===== src/rtl/acc2_pkg.sv =====
// Package: defaults and width helper shared by the two-level accumulator.
// Assumes: widths are small positive integers.
package acc2_pkg;
    localparam int DEF_DATA_W = 16;
    localparam int DEF_CNT_W  = 8;

    // Width needed to add up 2**(levels*cnt_w) samples of dw bits without wrapping.
    function automatic int acc_width(input int dw, input int cw, input int levels);
        return dw + levels * cw;
    endfunction
endpackage


===== src/rtl/cnt_cfg_hold.sv =====
// Module: holds the active count limits. Each raw count is captured during
// reset or when load is high, and a zero count is replaced by one.
// Assumes: load pulses for one cycle at each window boundary.
module cnt_cfg_hold #(
    parameter int N_FIELDS = 2,
    parameter int CNT_W    = 8
) (
    input  logic                             clk,
    input  logic                             rst_n,
    input  logic                             load,
    input  logic [N_FIELDS-1:0][CNT_W-1:0]   raw,
    output logic [N_FIELDS-1:0][CNT_W-1:0]   lim
);
    localparam logic [CNT_W-1:0] ONE = CNT_W'(1);

    for (genvar g = 0; g < N_FIELDS; g++) begin : g_field
        logic [CNT_W-1:0] q;

        // Capture the normalised count at reset or at a boundary.
        always_ff @(posedge clk) begin
            if (!rst_n || load) begin
                q <= (raw[g] == '0) ? ONE : raw[g];
            end
        end

        assign lim[g] = q;
    end
endmodule


===== src/rtl/accum_stage.sv =====
// Module: one accumulate-and-count stage. Each step adds the sign-extended
// addend. On the limit-th step, done is high, result carries the finished
// sum, and the stage clears itself in the same edge.
// Assumes: limit >= 1, OUT_W >= IN_W, and limit changes only when done.
module accum_stage #(
    parameter int IN_W  = 16,
    parameter int OUT_W = 24,
    parameter int CNT_W = 8
) (
    input  logic                    clk,
    input  logic                    rst_n,
    input  logic                    step,
    input  logic signed [IN_W-1:0]  addend,
    input  logic [CNT_W-1:0]        limit,
    output logic                    done,
    output logic signed [OUT_W-1:0] result,
    output logic [CNT_W-1:0]        count
);
    localparam int EXT_W = OUT_W - IN_W;

    logic signed [OUT_W-1:0] acc_q;
    logic signed [OUT_W-1:0] addend_ext;

    // Sign-extend the addend to the accumulator width.
    always_comb begin
        if (EXT_W > 0) begin
            addend_ext = OUT_W'(addend);
        end else begin
            addend_ext = addend[OUT_W-1:0];
        end
    end

    // Running sum including the current addend, and the last-step flag.
    always_comb begin
        result = acc_q + addend_ext;
        done   = step && (count == limit - CNT_W'(1));
    end

    // Advance on each step and restart after the last one.
    always_ff @(posedge clk) begin
        if (!rst_n) begin
            acc_q <= '0;
            count <= '0;
        end else if (step) begin
            if (done) begin
                acc_q <= '0;
                count <= '0;
            end else begin
                acc_q <= result;
                count <= count + CNT_W'(1);
            end
        end
    end
endmodule


===== src/rtl/dual_stage_accum.sv =====
// Module: two-level sample accumulator. The inner stage sums pre_cnt valid
// samples. The outer stage sums cyc_cnt inner results. At the end of a
// window, the total is latched and irq is set until irq_ack.
// Assumes: synchronous active-low reset; irq_ack is level-sensitive.
module dual_stage_accum
    import acc2_pkg::*;
#(
    parameter int DATA_W = DEF_DATA_W,
    parameter int CNT_W  = DEF_CNT_W
) (
    input  logic                             clk,
    input  logic                             rst_n,
    input  logic                             smp_valid,
    input  logic signed [DATA_W-1:0]         smp_data,
    input  logic [CNT_W-1:0]                 pre_cnt,
    input  logic [CNT_W-1:0]                 cyc_cnt,
    input  logic                             irq_ack,
    output logic signed [DATA_W+2*CNT_W-1:0] total,
    output logic                             irq
);
    localparam int ACC1_W = acc_width(DATA_W, CNT_W, 1);
    localparam int ACC2_W = acc_width(DATA_W, CNT_W, 2);

    logic [1:0][CNT_W-1:0]   lims;
    logic [CNT_W-1:0]        pre_lim, cyc_lim, cnt1, cnt2;
    logic                    done1, done_all;
    logic signed [ACC1_W-1:0] sum1_next;
    logic signed [ACC2_W-1:0] sum2_next;

    cnt_cfg_hold #(.N_FIELDS(2), .CNT_W(CNT_W)) u_cfg (
        .clk   (clk),
        .rst_n (rst_n),
        .load  (done_all),
        .raw   ({cyc_cnt, pre_cnt}),
        .lim   (lims)
    );

    assign pre_lim = lims[0];
    assign cyc_lim = lims[1];

    accum_stage #(.IN_W(DATA_W), .OUT_W(ACC1_W), .CNT_W(CNT_W)) u_inner (
        .clk    (clk),
        .rst_n  (rst_n),
        .step   (smp_valid),
        .addend (smp_data),
        .limit  (pre_lim),
        .done   (done1),
        .result (sum1_next),
        .count  (cnt1)
    );

    accum_stage #(.IN_W(ACC1_W), .OUT_W(ACC2_W), .CNT_W(CNT_W)) u_outer (
        .clk    (clk),
        .rst_n  (rst_n),
        .step   (done1),
        .addend (sum1_next),
        .limit  (cyc_lim),
        .done   (done_all),
        .result (sum2_next),
        .count  (cnt2)
    );

    // Latch the window total and keep the interrupt (completion beats acknowledge).
    always_ff @(posedge clk) begin
        if (!rst_n) begin
            total <= '0;
            irq   <= 1'b0;
        end else begin
            if (done_all) begin
                total <= sum2_next;
            end
            if (done_all) begin
                irq <= 1'b1;
            end else if (irq_ack) begin
                irq <= 1'b0;
            end
        end
    end
endmodule


===== config.mk =====
export PLATFORM = sky130hd
export DESIGN_NAME = dual_stage_accum
export DESIGN_NICKNAME = d
export VERILOG_FILES = /design/src/rtl/acc2_pkg.sv /design/src/rtl/cnt_cfg_hold.sv /design/src/rtl/accum_stage.sv /design/src/rtl/dual_stage_accum.sv
export SDC_FILE = /design/constraint.sdc
export NUM_CORES = 1
export LEC_CHECK = 0
export CAP_MARGIN = 25
export CORE_MARGIN = 3
export CORE_UTILIZATION = 40
export DETAILED_ROUTE_END_ITERATION = 10
export GPL_TIMING_DRIVEN = 1
export PLACE_DENSITY_LB_ADDON = 0.12
export SLEW_MARGIN = 30
export SYNTH_ARGS = -nofsm -noshare
export SYNTH_HDL_FRONTEND = slang
export SYNTH_SLANG_ARGS = --single-unit

===== constraint.sdc =====
create_clock -name clk -period 11.05 [get_ports clk]
set_input_delay 2.21 -clock clk [delete_from_list [all_inputs] [get_ports clk]]
set_output_delay 2.21 -clock clk [all_outputs]
set_load 0.01 [all_outputs]

After elaboration in Yosys (flattened, before gate mapping)
Cells that the tools add are included.
Widths: inputs -> output; s select.

operators by class
  add/sub/neg operators = 6
  equality and inequality tests = 2
  mux-type cells = 6
  reduce and logical (&&, ||, !) cells = 7

operators with widths
  cell                 count
  $add 32x24->32       1
  $mux 32              1
  $add 24x16->24       1
  $mux 24              1
  $add 8x1->8 const B  2
  $eq 8x8->1           2
  $logic_not 8->1      2
  $mux 8               2
  $sub 8x1->8 const B  2
  $logic_and 1x1->1    2
  $mux 1               2
  $reduce_bool 2->1    1
  $logic_not 1->1      1
  $logic_or 1x1->1     1

storage, ports and cells
  register bits = 121
  bits of input ports = 36

Depth between registers and ports, before layout
  depth in word-level cells = 5
  mapped depth = 21
  gate-level depth less buffers = 20

Cells and area by module
From an unflattened synthesis, not the netlist that was laid out.

second synthesis, totals
  cells, all modules = 923
  area total of the unflattened synthesis = 8127.8 µm²

by module, submodules not included
  module                 times used  cells an instance  area an instance (µm²)
  accum_stage (u_outer)  1           415                3374.5
  accum_stage (u_inner)  1           365                2886.5
  dual_stage_accum       1           106                1277.5
  cnt_cfg_hold           1           37                 589.3

Worst setup path after synthesis
Ideal clock, no wire load.

  path kind = input to register
  start = input smp_data[0]
  end = register total[30]
  library setup time = 62 ps
  arrival time = 6124 ps
  path slack = 4864 ps
  stages = 18
  path through = ha_1 fa_1 a21o_1 a21oi_1 o21bai_1 a41o_1 a2111oi_2 nor3_1 xor2_1 ha_1 and3_1 nand2_1 or3_1 o21ai_1 a31oi_1 o21a_1 or4_1 nand3_1

between the ends
  longest elaborated chain between the ends = 2

RTL lines
  what                  line                    text
  from (decl)           dual_stage_accum.sv:14  input logic signed [DATA_W-1:0] smp_data,
  $add 24x16->24        accum_stage.sv:35       result = acc_q + addend_ext;
  $add 32x24->32        accum_stage.sv:35
  to (signal assigned)  dual_stage_accum.sv:70  total <= sum2_next;
  to (decl)             dual_stage_accum.sv:18  output logic signed [DATA_W+2*CNT_W-1:0] total,

Every way passes these cells.
A chain may end at the register's enable or synchronous reset.

Worst setup path after layout
  start = input smp_data[0]
  end = register u_outer.acc_q[30]

between the ends
  longest elaborated chain between the ends = 3

RTL lines
  what                  line               text
  $add 24x16->24        accum_stage.sv:35
  $add 32x24->32        accum_stage.sv:35
  $mux 32               accum_stage.sv:45  if (done) begin
  to (signal assigned)  accum_stage.sv:49  acc_q <= result;
  to (decl)             accum_stage.sv:21  logic signed [OUT_W-1:0] acc_q;

Every way passes these cells.

==> metrics.txt <==
status=finished clean; GPL Wtd Cong=0.8133; number of synthesized flops with an enable pin=16; Cell Rows=49; worst hold-check path type=reg2reg; post-cts resize count=0; Starting Density=0.4148; final WL=19420 um; Tmin final=6.768 ns; CTS tree=yes; critical path class=in2reg; Synth area leaders=dfxtp_1, ha_1, a21oi_1; combinational share of power=0.283; io pins=69; area share of fa/ha/maj cells after synthesis=0.1093; Syn Std Cell Area=7579 sq um; post-CTS setup buffers=0; Internal=960.3 uW; remaining antenna violation count=0; Max stage delay on crit path=0.42 ns; worst-path cell chain=clkdlybuf4s50_1 > ha_1 > fa_1 > a21o_1 > a21oi_1 > o21bai_1 > a41o_1 > a2111oi_2 > nor3_1 > xor2_1 > ha_1 > a21o_1 > a221oi_1 > o21a_1 > o221a_2 > o21ai_1 > a31oi_1 > o21a_1 > xor2_1 > o21ai_0; Seq pwr share=0.332; simple-gate share of the synthesized area=0.1852; core area=18270 sq um; drt drc=0; diode count=0; WL/cell=16.43 um; final setup vio count=0; Worst Skew=0.007008 ns; cell count after placement=1150; final setup TNS=0 ns; Final Hold Fails=0; DP Area=8343 sq um; most frequent cells in the layout=nand2_1, dfxtp_1, a21oi_1, clkdlybuf4s50_1, nor2_1; Async SR Flop Fraction=0; max_cap viols=0; largest net degree at the start of global routing=72; Pre-antenna DRT Iters=5; top cell type's share of synthesized area=0.2774; Sw Share=0.3356; H-tree depth=4; Final nets=1041; worst slew pin tran=0.8335 ns; root buf cell=clkbuf_16; port bufs=68; post-synthesis mux area share=0; area grow syn2layout=17.81%; first-pass GRT wire length=31640 um; Gate Count Post-Synth=903; Synth cell types=70; worst-path fanout max=5; slew margin rel.=0.4443; Clk Latency, worst-skew pair=0.42 ns; initial drt markers=373; largest family of logic cells by synthesized area=compound AO/OA/AOI/OAI gates; clock sinks=121; count of state elements after synthesis=121; CP startpoint kind=primary input; synthesized net count=1004; clk buf depth=2; commonest non-fill, non-tap cell in the layout=nand2_1; antenna violations before repair=0; RSZ-0062 raised after global routing=no; Final HPWL DP=13960 um; critical path's slowest cell=fa_1; average size of a mapped cell=8.393 sq um; gr usage total=0.1922; WHS=0.4513 ns; vias in the first global route=6195; final instance area=8929 sq um; sequential share of the synthesized area=0.3408; Die Y-Extent=143.6 um; Max Slew Vio Count=0; clock share of power=0.385; Die Area=20630 sq um; Die W=143.6 um; CP endpoint kind=flop; yosys warns=0; Critical Path RT=11.35 ns; cts hold-fix bufs=0; switching pwr=485.0 uW; layout cells sized above 1=0.06296; fin crit share=0.6125; Compound-Gate Fraction of Synth Area=0.2242; global route overflow=0; clock slew at reported path FFs=0.06 ns; Yosys top cell by area=dfxtp_1; Peak VDD IR=0.09868 mV; post-synthesis xor/xnor area fraction=0.1004; Primary FF master, synth=dfxtp_1; Max Freq=147.7 MHz; P_leak=0.003581 uW; Vias/cell=5.461; via count=6455; CP arrival=7.07 ns; pwr dens=161.9 nW/um^2; Non-Filler Instances=1182; CTS Buf Count=17
-- layout make-up --
class                      instances  area, sq um
fill                            1784         9341
multi-input combinational        712         4700
sequential                       121         2582
timing repair buffer              73        718.2
clock buffer                      18        439.2
tap                              229        286.5
clock inverter                    14        146.4
inverter                          15        56.30
-- synth_stat cells, drive strengths merged, types with 17 or more instances --
| master | instances |
|---|---|
| a21o | 26 |
| a21oi | 102 |
| buf | 17 |
| clkbuf | 38 |
| dfxtp | 105 |
| ha | 63 |
| nand2 | 114 |
| nand3 | 43 |
| nor2 | 69 |
| o21ai | 45 |
| xnor2 | 49 |
| xor2 | 37 |
-- sequential cells by signal, indices dropped and copies added (netlist names) --
signal           count
u_inner.acc_q       24
u_inner.count        8
u_cfg.g_field.q     16
u_outer.acc_q       32
u_outer.count        8
total               32
irq                  1
-- cells by family after synthesis --
logic type,count (synthesis)
xor+xnor,86
simple gates,298
flops,121
compound gates,263
fa+ha+maj,65
buf+inv,70
-- routing by layer --
metal,vias up,part of all wire,track usage
met3,14,0.037,0.03594
met4,0,0.0077,0.05005
met2,116,0.45,0.3054
met5,-,0,0
li1,3324,-,-
met1,3001,0.51,0.2698
-- worst max-delay path: cells and delay by family --
kind,cells,cell delay [ns]
compound gates,13,2.81
fa+ha+maj,3,1.04
xor+xnor,2,0.47
buf+inv,1,0.41
simple gates,1,0.12
-- metrics by stage --
stage	util	worst slack (ns)	power, uW
2_1_floorplan	-	4.864	791.6
3_3_place_gp	0.4562	3.947	894.6
3_5_place_dp	0.4567	3.908	891.6
4_1_cts	0.4887	4.341	1456
5_1_grt	0.4887	3.970	1524
6_report	0.4887	4.282	1445
-- path summary, 6_finish.rpt --
check                                 startpoint                end  slack, ns  depth (start not counted)
worst min-delay path                    total[7]           total[7]       0.45                          2
worst min register to register          total[7]           total[7]       0.45                          2
worst max register to register  u_inner.acc_q[0]  u_outer.acc_q[30]       6.20                         19
worst max-delay path                 smp_data[0]  u_outer.acc_q[30]       4.28                         20
-- power by group through the flow --
stage	Clock [uW]	Combinational (uW)	Sequential [uW]
after CTS	570	407	479
after global placement	0	406	488
after floorplan	0	307	485
after detailed placement	0	403	488
after global routing	589	453	482
final	557	409	479
(Power assumes the default switching activity.)
